`src/rtl/scan_mon_pkg.sv`:
```
package scan_mon_pkg;
  typedef enum logic [1:0] {
    MON_RUN  = 2'd0,
    MON_HALT = 2'd1,
    MON_ARM  = 2'd2
  } mon_state_e;
endpackage

```
`src/rtl/scan_mon_sync.sv`:
```
module scan_mon_sync #(
  parameter int STAGES = 2
) (
  input  logic clk_i,
  input  logic rst_ni,
  input  logic d_i,
  output logic rise_o
);
  logic [STAGES-1:0] stage_q;
  logic              prev_q;

  for (genvar g = 0; g < STAGES; g++) begin : g_stage
    always_ff @(posedge clk_i or negedge rst_ni) begin
      if (!rst_ni) stage_q[g] <= 1'b0;
      else if (g == 0) stage_q[g] <= d_i;
      else stage_q[g] <= stage_q[(g == 0) ? 0 : g-1];
    end
  end

  always_ff @(posedge clk_i or negedge rst_ni) begin
    if (!rst_ni) prev_q <= 1'b0;
    else prev_q <= stage_q[STAGES-1];
  end

  assign rise_o = stage_q[STAGES-1] & ~prev_q;
endmodule

```
`src/rtl/scan_mon_timer.sv`:
```
module scan_mon_timer #(
  parameter int TIMEOUT = 1000
) (
  input  logic clk_i,
  input  logic rst_ni,
  input  logic rise_i,
  output logic late_o
);
  localparam int CNT_W = $clog2(TIMEOUT + 1);
  localparam logic [CNT_W-1:0] LIMIT = CNT_W'(TIMEOUT);

  logic [CNT_W-1:0] cnt_q;

  // powers up expired so the monitor starts halted
  always_ff @(posedge clk_i or negedge rst_ni) begin
    if (!rst_ni) cnt_q <= LIMIT;
    else if (rise_i) cnt_q <= '0;
    else if (cnt_q != LIMIT) cnt_q <= cnt_q + 1'b1;
  end

  assign late_o = (cnt_q == LIMIT);
endmodule

```
`src/rtl/scan_mon_qual.sv`:
```
module scan_mon_qual
  import scan_mon_pkg::*;
(
  input  logic clk_i,
  input  logic rst_ni,
  input  logic rise_i,
  input  logic late_i,
  output logic halted_o
);
  mon_state_e state_q, state_d;

  always_comb begin
    state_d = state_q;
    if (late_i) begin
      // an edge arriving late only arms
      state_d = rise_i ? MON_ARM : MON_HALT;
    end else if (rise_i) begin
      unique case (state_q)
        MON_HALT: state_d = MON_ARM;
        MON_ARM:  state_d = MON_RUN;
        default:  state_d = MON_RUN;
      endcase
    end
  end

  always_ff @(posedge clk_i or negedge rst_ni) begin
    if (!rst_ni) state_q <= MON_HALT;
    else state_q <= state_d;
  end

  assign halted_o = (state_q != MON_RUN);
endmodule

```
`src/rtl/scan_loss_mon.sv`:
```
module scan_loss_mon #(
  parameter int TIMEOUT     = 1000,
  parameter int SYNC_STAGES = 2
) (
  input  logic clk_i,
  input  logic rst_ni,
  input  logic scan_i,
  input  logic disp_on_i,
  input  logic gate_a_i,
  input  logic gate_b_i,
  output logic blank_no,
  output logic gate_o
);
  logic rise, late, halted;

  scan_mon_sync #(.STAGES(SYNC_STAGES)) i_sync (
    .clk_i, .rst_ni, .d_i(scan_i), .rise_o(rise)
  );

  scan_mon_timer #(.TIMEOUT(TIMEOUT)) i_timer (
    .clk_i, .rst_ni, .rise_i(rise), .late_o(late)
  );

  scan_mon_qual i_qual (
    .clk_i, .rst_ni, .rise_i(rise), .late_i(late), .halted_o(halted)
  );

  assign blank_no = ~halted & disp_on_i;
  assign gate_o   = ~(gate_a_i & gate_b_i);
endmodule

```
`config.mk`:
```
export PLATFORM = sky130hd
export DESIGN_NAME = scan_loss_mon
export DESIGN_NICKNAME = d
export VERILOG_FILES = /design/src/rtl/scan_mon_pkg.sv /design/src/rtl/scan_mon_sync.sv /design/src/rtl/scan_mon_timer.sv /design/src/rtl/scan_mon_qual.sv /design/src/rtl/scan_loss_mon.sv
export SDC_FILE = /design/constraint.sdc
export NUM_CORES = 1
export LEC_CHECK = 0
export ABC_AREA = 1
export BUFFER_PORTS_ARGS = -buffer_cell sky130_fd_sc_hd__buf_4
export CORE_MARGIN = 2
export CORE_UTILIZATION = 55
export CTS_CLUSTER_SIZE = 16
export DETAILED_ROUTE_END_ITERATION = 16
export HOLD_SLACK_MARGIN = 0.1
export PLACE_DENSITY_LB_ADDON = 0.05
export SETUP_SLACK_MARGIN = 0.2
export SYNTH_ARGS = -nofsm -noshare
export SYNTH_HDL_FRONTEND = slang
export SYNTH_SLANG_ARGS = --single-unit
```
`constraint.sdc`:
```
create_clock -name clk_i -period 2.9 [get_ports clk_i]
set_clock_uncertainty 0.1 [all_clocks]
set_input_delay 0.145 -clock clk_i [delete_from_list [all_inputs] [get_ports clk_i]]
set_output_delay 0.145 -clock clk_i [all_outputs]
set_load 0.1 [all_outputs]
```
==> results of run 1 <==
## metal layers
metal,global-route usage,vias up,share of wire
li1,-,316,-
met1,0.234,267,0.49
met2,0.259,7,0.45
met3,0.0435,4,0.033
met4,0.0968,0,0.017
met5,0,-,0
## flip-flops by register name, indices dropped and copies added (netlist names)
name            flops
i_qual.state_q      2
i_sync.stage_q      2
i_sync.prev_q       1
i_timer.cnt_q      10
## through the flow
stage,instance area (um^2),cells,total power [mW]
6_report,897,123,0.469
5_1_grt,897,123,0.497
4_1_cts,897,123,0.476
3_5_place_dp,850,117,0.351
3_3_place_gp,850,117,0.348
2_1_floorplan,778,95,0.324
## final timing paths
path | startpoint | end | slack [ns] | depth (start not counted)
max in group asynchronous | rst_ni | i_timer.cnt_q[5] | 2.31 | 2
setup reg to reg | i_timer.cnt_q[5] | i_qual.state_q[1] | 1.57 | 5
hold reg to reg | i_sync.stage_q[0] | i_sync.stage_q[1] | 0.27 | 0
hold / removal | rst_ni | i_timer.cnt_q[4] | 0.14 | 2
min in group clk_i | i_sync.stage_q[0] | i_sync.stage_q[1] | 0.27 | 0
setup / recovery | i_qual.state_q[1] | blank_no | 1.49 | 4
## worst max-delay path, cell delays in order, from the launching register on
cell     delay (ns)
dfrtp_1        0.38
inv_1          0.07
nand2_1        0.05
nor2_1         0.08
buf_4          0.29
## cell type report
class	count	area (um^2)	share of cell area
inverters	17	63.8	0.0711
well taps	15	18.8	0.0209
clock buffers	3	22.5	0.0251
clock inverters	1	5.00	0.00558
flip-flops and latches	15	384	0.428
repair buffers	9	72.6	0.0809
multi-input cells	63	330	0.368
## cell families (layout without fill, tap and decap cells)
| logic type | count (synthesis) | after routing | synth area share |
|---|---|---|---|
| AND/OR/NAND/NOR | 53 | 53 | 0.331 |
| XOR/XNOR | 2 | 2 | 0.0225 |
| AO/OA/AOI/OAI | 6 | 6 | 0.0386 |
| adder cells (fa/ha/maj) | 2 | 2 | 0.0321 |
| buffers and inverters | 17 | 30 | 0.0820 |
| flip-flops | 15 | 15 | 0.494 |
## layout by cell type (no fill, tap or decap)
| master | synthesis | routed |
|---|---|---|
| dfstp_2 | 7 | 7 |
| nor2_4 | 3 | 3 |
| nand2_1 | 26 | 26 |
| buf_4 | 0 | 7 |
| clkinv_2 | 0 | 1 |
| nand4_1 | 2 | 2 |
| nand3_2 | 3 | 3 |
| xnor2_1 | 1 | 1 |
| clkbuf_4 | 0 | 3 |
| o21ai_0 | 2 | 2 |
| inv_1 | 16 | 16 |
| nand3_1 | 8 | 8 |
| clkinv_1 | 1 | 1 |
| dfrtp_1 | 8 | 8 |
| dlygate4sd3_1 | 0 | 2 |
| ha_1 | 2 | 2 |
| xor2_1 | 1 | 1 |
| nor2_2 | 1 | 1 |
| nor2_1 | 10 | 10 |
| a21oi_1 | 4 | 4 |
## cell usage after synthesis, types with 2 or more instances
master	count
nand2_1	26
inv_1	16
nor2_1	10
dfrtp_1	8
nand3_1	8
dfstp_2	7
a21oi_1	4
nand3_2	3
nor2_4	3
ha_1	2
nand4_1	2
o21ai_0	2
## power by group through the flow
| stage | Clock (mW) | Combinational [mW] | Sequential (mW) |
|---|---|---|---|
| 2_1_floorplan | 0 | 0.0657 | 0.258 |
| 3_3_place_gp | 0 | 0.0851 | 0.263 |
| 3_5_place_dp | 0 | 0.0867 | 0.265 |
| 4_1_cts | 0.126 | 0.0897 | 0.261 |
| 5_1_grt | 0.131 | 0.102 | 0.264 |
| 6_report | 0.120 | 0.0888 | 0.261 |
## what timing repair did
action | 4_1_cts | 5_1_grt
buffers inserted | 0 | 0
setup endpoints to repair | 0 | 0
hold buffers | 2 | 0
endpoints found under the hold margin | 16 | 0
==> results.md, run 1 <==
- Slew of the pin with the lowest slew margin: 0.279 ns
- Pre-CTS setup slack: approximately 1.6 ns
- DR iter-0 viols: 7
- Synth cell types: 16
- Sw Share: 0.319
- Fin worst setup slack: 1.49 ns
- VDD IR max: 0.307 mV
- Fmax achieved: between 700 and 800 MHz
- Final Slew Violations: 0
- Power Internal: 319 uW
- Register area share after synthesis: 0.494
- Post-synth ARST share: 1.00
- Final net count: ~120
- Logic pwr share: 0.189
- Clk slew on worst S/H paths: 0.09 ns
- Post-DR wirelength/cell: 10.3 um
- Root buffer cell: clkbuf_4
- Die area: 1730 um^2
- Seq pwr share: 0.555
- Vias in the first global route: 543
- Die Span Y: 41.6 um
- RSZ-0062 raised after global routing: false
- Cts repair resizes: 0
- Residual DRC: 0
- PortBufs: 7
- Total grt overflow: 0
- Fin. Hold Viols: 0
- Diode count: 0
- Clk pwr share: 0.256
- Crit Path Class: reg -> out
- Global-route wire length before repair: ~2300 um
- Total global-route track usage: 0.175
- Leading area contributor after synthesis: dfrtp_1
- Antenna violations before repair: 0
- Critical Path AT: 1.16 ns
- Finish-stage setup viols: 0
- Starting Density: 0.591
- Synth Cell Area: about 780 um^2
- Via/cell ratio: 4.83
- CP Max Fanout: 2
- Clk buf depth: 2
- Largest net degree at the start of global routing: 16
- CP required: 2.65 ns
- H-tree depth: 1
- I/O pin count: 8
- Detailed Routing Iterations Pass 1: 3
- Static leakage: 0.423 nW
- Syn nets: 103
- Core Area: roughly 1300 um^2
- Layout Utilization: 0.681
- Slew HR: 0.816
- Drt total wl: 1270 um
- Horiz. Die Dim: 41.6 um
- Cells after synthesis: 95
- HP Class: in -> async
- Routability cong.: a little under 0.8
- Final setup TNS: 0 ns
- Status: finished clean
- Share of layout cells above drive strength 1: 0.231
- Net load switching power: 150 uW
- Primary FF master, synth: dfrtp_1
- Avg Synthesized Cell Area: 8.19 um^2
- Cell Rows: 13
- Number of synthesized flops with an enable pin: 0
- # clock sinks: 15
- Top cell type's share of synthesized area: 0.257
- Tmin final: 1.41 ns
- Max-cap violations: 0
- Via count: around 590
- CTS tree: yes
- Post-synthesis sequential element count: 15
- Pwr Density: 523 nW/um^2
- Startpoint types: flop
- Post-route ant nets: 0
- Largest cells by area after synthesis: dfrtp_1 (26%), dfstp_2 (24%), nand2_1 (13%)
- Hold_ws: 0.139 ns
- Area delta synth->final: 15.3%
- Yosys warns: 0
- Clk_lat worst skew: 0.28 ns
- Num CTS Buffers: 3
- Detailed Place HPWL: approximately 900 um
- Ratio of final minimum period to clock period: 0.485
- Fill count: roughly 120
- Crit path capture type: output port
(Power assumes the default switching activity.)
==> run 2, diff against run 1 <==
==> constraint.sdc (replaced) <==
create_clock -name clk_i -period 1.3 [get_ports clk_i]
set_clock_uncertainty 0.1 [all_clocks]
set_input_delay 0.065 -clock clk_i [delete_from_list [all_inputs] [get_ports clk_i]]
set_output_delay 0.065 -clock clk_i [all_outputs]
set_load 0.1 [all_outputs]
==> results.md, run 2 (synthesized netlist as in run 1, its figures left out) <==
- Logic pwr share: 0.266
- Critical hold path startpoint: i_sync.stage_q[0]
- Tmin final: ~1.3 ns
- Hold path depth: 0
- Biggest register: i_timer.cnt_q
- Met2 WL: 899 um
- Routed wl met3: 108 um
- VDD IR max: 0.872 mV
- PortBufs: 7
- Crit Path Class: reg -> reg
- Cell Rows: 13
- Highest routed layer: met3
- Pre-CTS setup slack: -0.0537 ns
- R2R cell count: 6
- Drt total wl: 1740 um
- # clock sinks: 15
- Seq pwr share: 0.512
- Clk_lat worst skew: 0.29 ns
- DR iter-0 viols: 13
- Slew HR: 0.816
- Post-route ant nets: 0
- Finish-stage setup viols: 4
- Via/cell ratio: 5.25
- Vias in the first global route: 696
- Clk slew on worst S/H paths: 0.10 ns
- Startpoint types: flop
- Critical Path AT: 1.46 ns
- Reg2reg setup slack: -0.05 ns
- Share of layout cells above drive strength 1: 0.508
- Commonest non-fill, non-tap cells in the layout: nand2_1 (21), buf_4 (16), inv_1 (10)
- Slew of the pin with the lowest slew margin: 0.278 ns
- Die area: 1730 um^2
- Clk buf depth: 2
- Commonest non-fill, non-tap cell in the layout: nand2_1
- Area delta synth->final: 44.1%
- Clk pwr share: 0.222
- Power Internal: between 700 and 800 uW
- Layout Utilization: 0.851
- Met1 wire length: 732 um
- Core Area: about 1300 um^2
- RSZ-0062 raised after global routing: true
- Ratio of final minimum period to clock period: 1.04
- Failing checks: negative setup slack
- Net load switching power: 417 uW
- FF-to-FF Start: i_timer.cnt_q[3]
- Detailed Routing Iterations Pass 1: 4
- Antenna violations before repair: 0
- Worst Hold Endpoint: i_sync.stage_q[1]
- CTS tree: yes
- Pwr Density: ~1100 nW/um^2
- HP Class: reg -> reg
- Final net count: 131
- Fin worst setup slack: -0.0483 ns
- Routability cong.: 0.862
- Post-DR wirelength/cell: 12.7 um
- Total global-route track usage: 0.213
- Sw Share: 0.345
- CP required: 1.42 ns
- Fin. Hold Viols: 0
- Crit path capture type: flop
- Diode count: 0
- Final Slew Violations: 0
- Largest net degree at the start of global routing: 16
- Max reg flops: 10
- Top flop regs: i_timer.cnt_q (10), i_qual.state_q (2), i_sync.stage_q (2)
- Root buffer cell: clkbuf_4
- CP Max Fanout: 4
- Residual DRC: 0
- Via count: between 700 and 800
- Starting Density: 0.591
- Fmax achieved: 742 MHz
- Total Power: 1.21 mW
- Horiz. Die Dim: 41.6 um
- H-tree depth: 1
- Static leakage: approximately 0.5 nW
- Status: finished with violations
- I/O pin count: 8
- Max-cap violations: 0
- Die Span Y: 41.6 um
- Global-route wire length before repair: 2880 um
- Detailed Place HPWL: 1040 um
- Total grt overflow: 0
- Num CTS Buffers: 3
- Crit Reg-Reg Endpoint: i_timer.cnt_q[0]
run 2: worst max path at each step:
stage / from / end / slack, ns / depth (start not counted)
after floorplan: i_timer.cnt_q[5] / i_timer.cnt_q[0] / 0.1 / 5
after global placement: i_timer.cnt_q[5] / i_timer.cnt_q[0] / 0.006 / 5
after detailed placement: i_timer.cnt_q[5] / i_timer.cnt_q[0] / -0.05 / 5
after CTS: i_timer.cnt_q[3] / i_timer.cnt_q[0] / 0.01 / 6
after global routing: i_timer.cnt_q[3] / i_timer.cnt_q[0] / -0.11 / 6
final: i_timer.cnt_q[3] / i_timer.cnt_q[0] / -0.05 / 6
run 2: cell type report:
class                      instances  area [um^2]
clock buffer                       4         26.3
timing repair buffer              23          204
fill                              66          196
tap                               15         18.8
sequential                        15          388
multi-input combinational         63          419
inverter                          17         65.1
run 2: what timing repair did:
item / 4_1_cts / 5_1_grt
gates resized for setup: 16 / 15
hold endpoints to repair: 16 / 0
endpoints found under the setup margin: 13 / 20
pin swaps: 7 / 15
hold buffers: 3 / 0
setup buffers: 8 / 4
run 2: power groups by stage:
| stage | Clock [mW] | Sequential (mW) | Combinational (mW) |
|---|---|---|---|
| 2_1_floorplan | 0 | 0.578 | 0.149 |
| 3_3_place_gp | 0 | 0.590 | 0.193 |
| 3_5_place_dp | 0 | 0.590 | 0.202 |
| 4_1_cts | 0.270 | 0.594 | 0.243 |
| 5_1_grt | 0.287 | 0.624 | 0.345 |
| 6_report | 0.269 | 0.620 | 0.322 |
run 2: metal layers:
| metal | vias up | global-route usage |
|---|---|---|
| li1 | 351 | - |
| met1 | 344 | 0.264 |
| met2 | 24 | 0.363 |
| met3 | 0 | 0.0739 |
| met4 | 0 | 0.0387 |
| met5 | - | 0 |
run 2: through the flow:
| stage | hold slack (ns) | std cells | cell area [um^2] | TNS, ns |
|---|---|---|---|---|
| floorplan | -0.331 | 95 | 798 | 0 |
| global placement | -0.175 | 118 | 877 | 0 |
| detailed placement | -0.170 | 118 | 877 | -0.144 |
| CTS | 0.256 | 133 | 1040 | 0 |
| global route | 0.271 | 137 | 1120 | -0.500 |
| finish | 0.253 | 137 | 1120 | -0.104 |
run 2: worst max-delay path, stage by stage (launching register included):
cell and delay (ns):
dfstp_2 0.59, inv_2 0.06, nor2_2 0.10, nand2_1 0.07, nor2_2 0.13, nand4_1 0.13, nand2_2 0.08
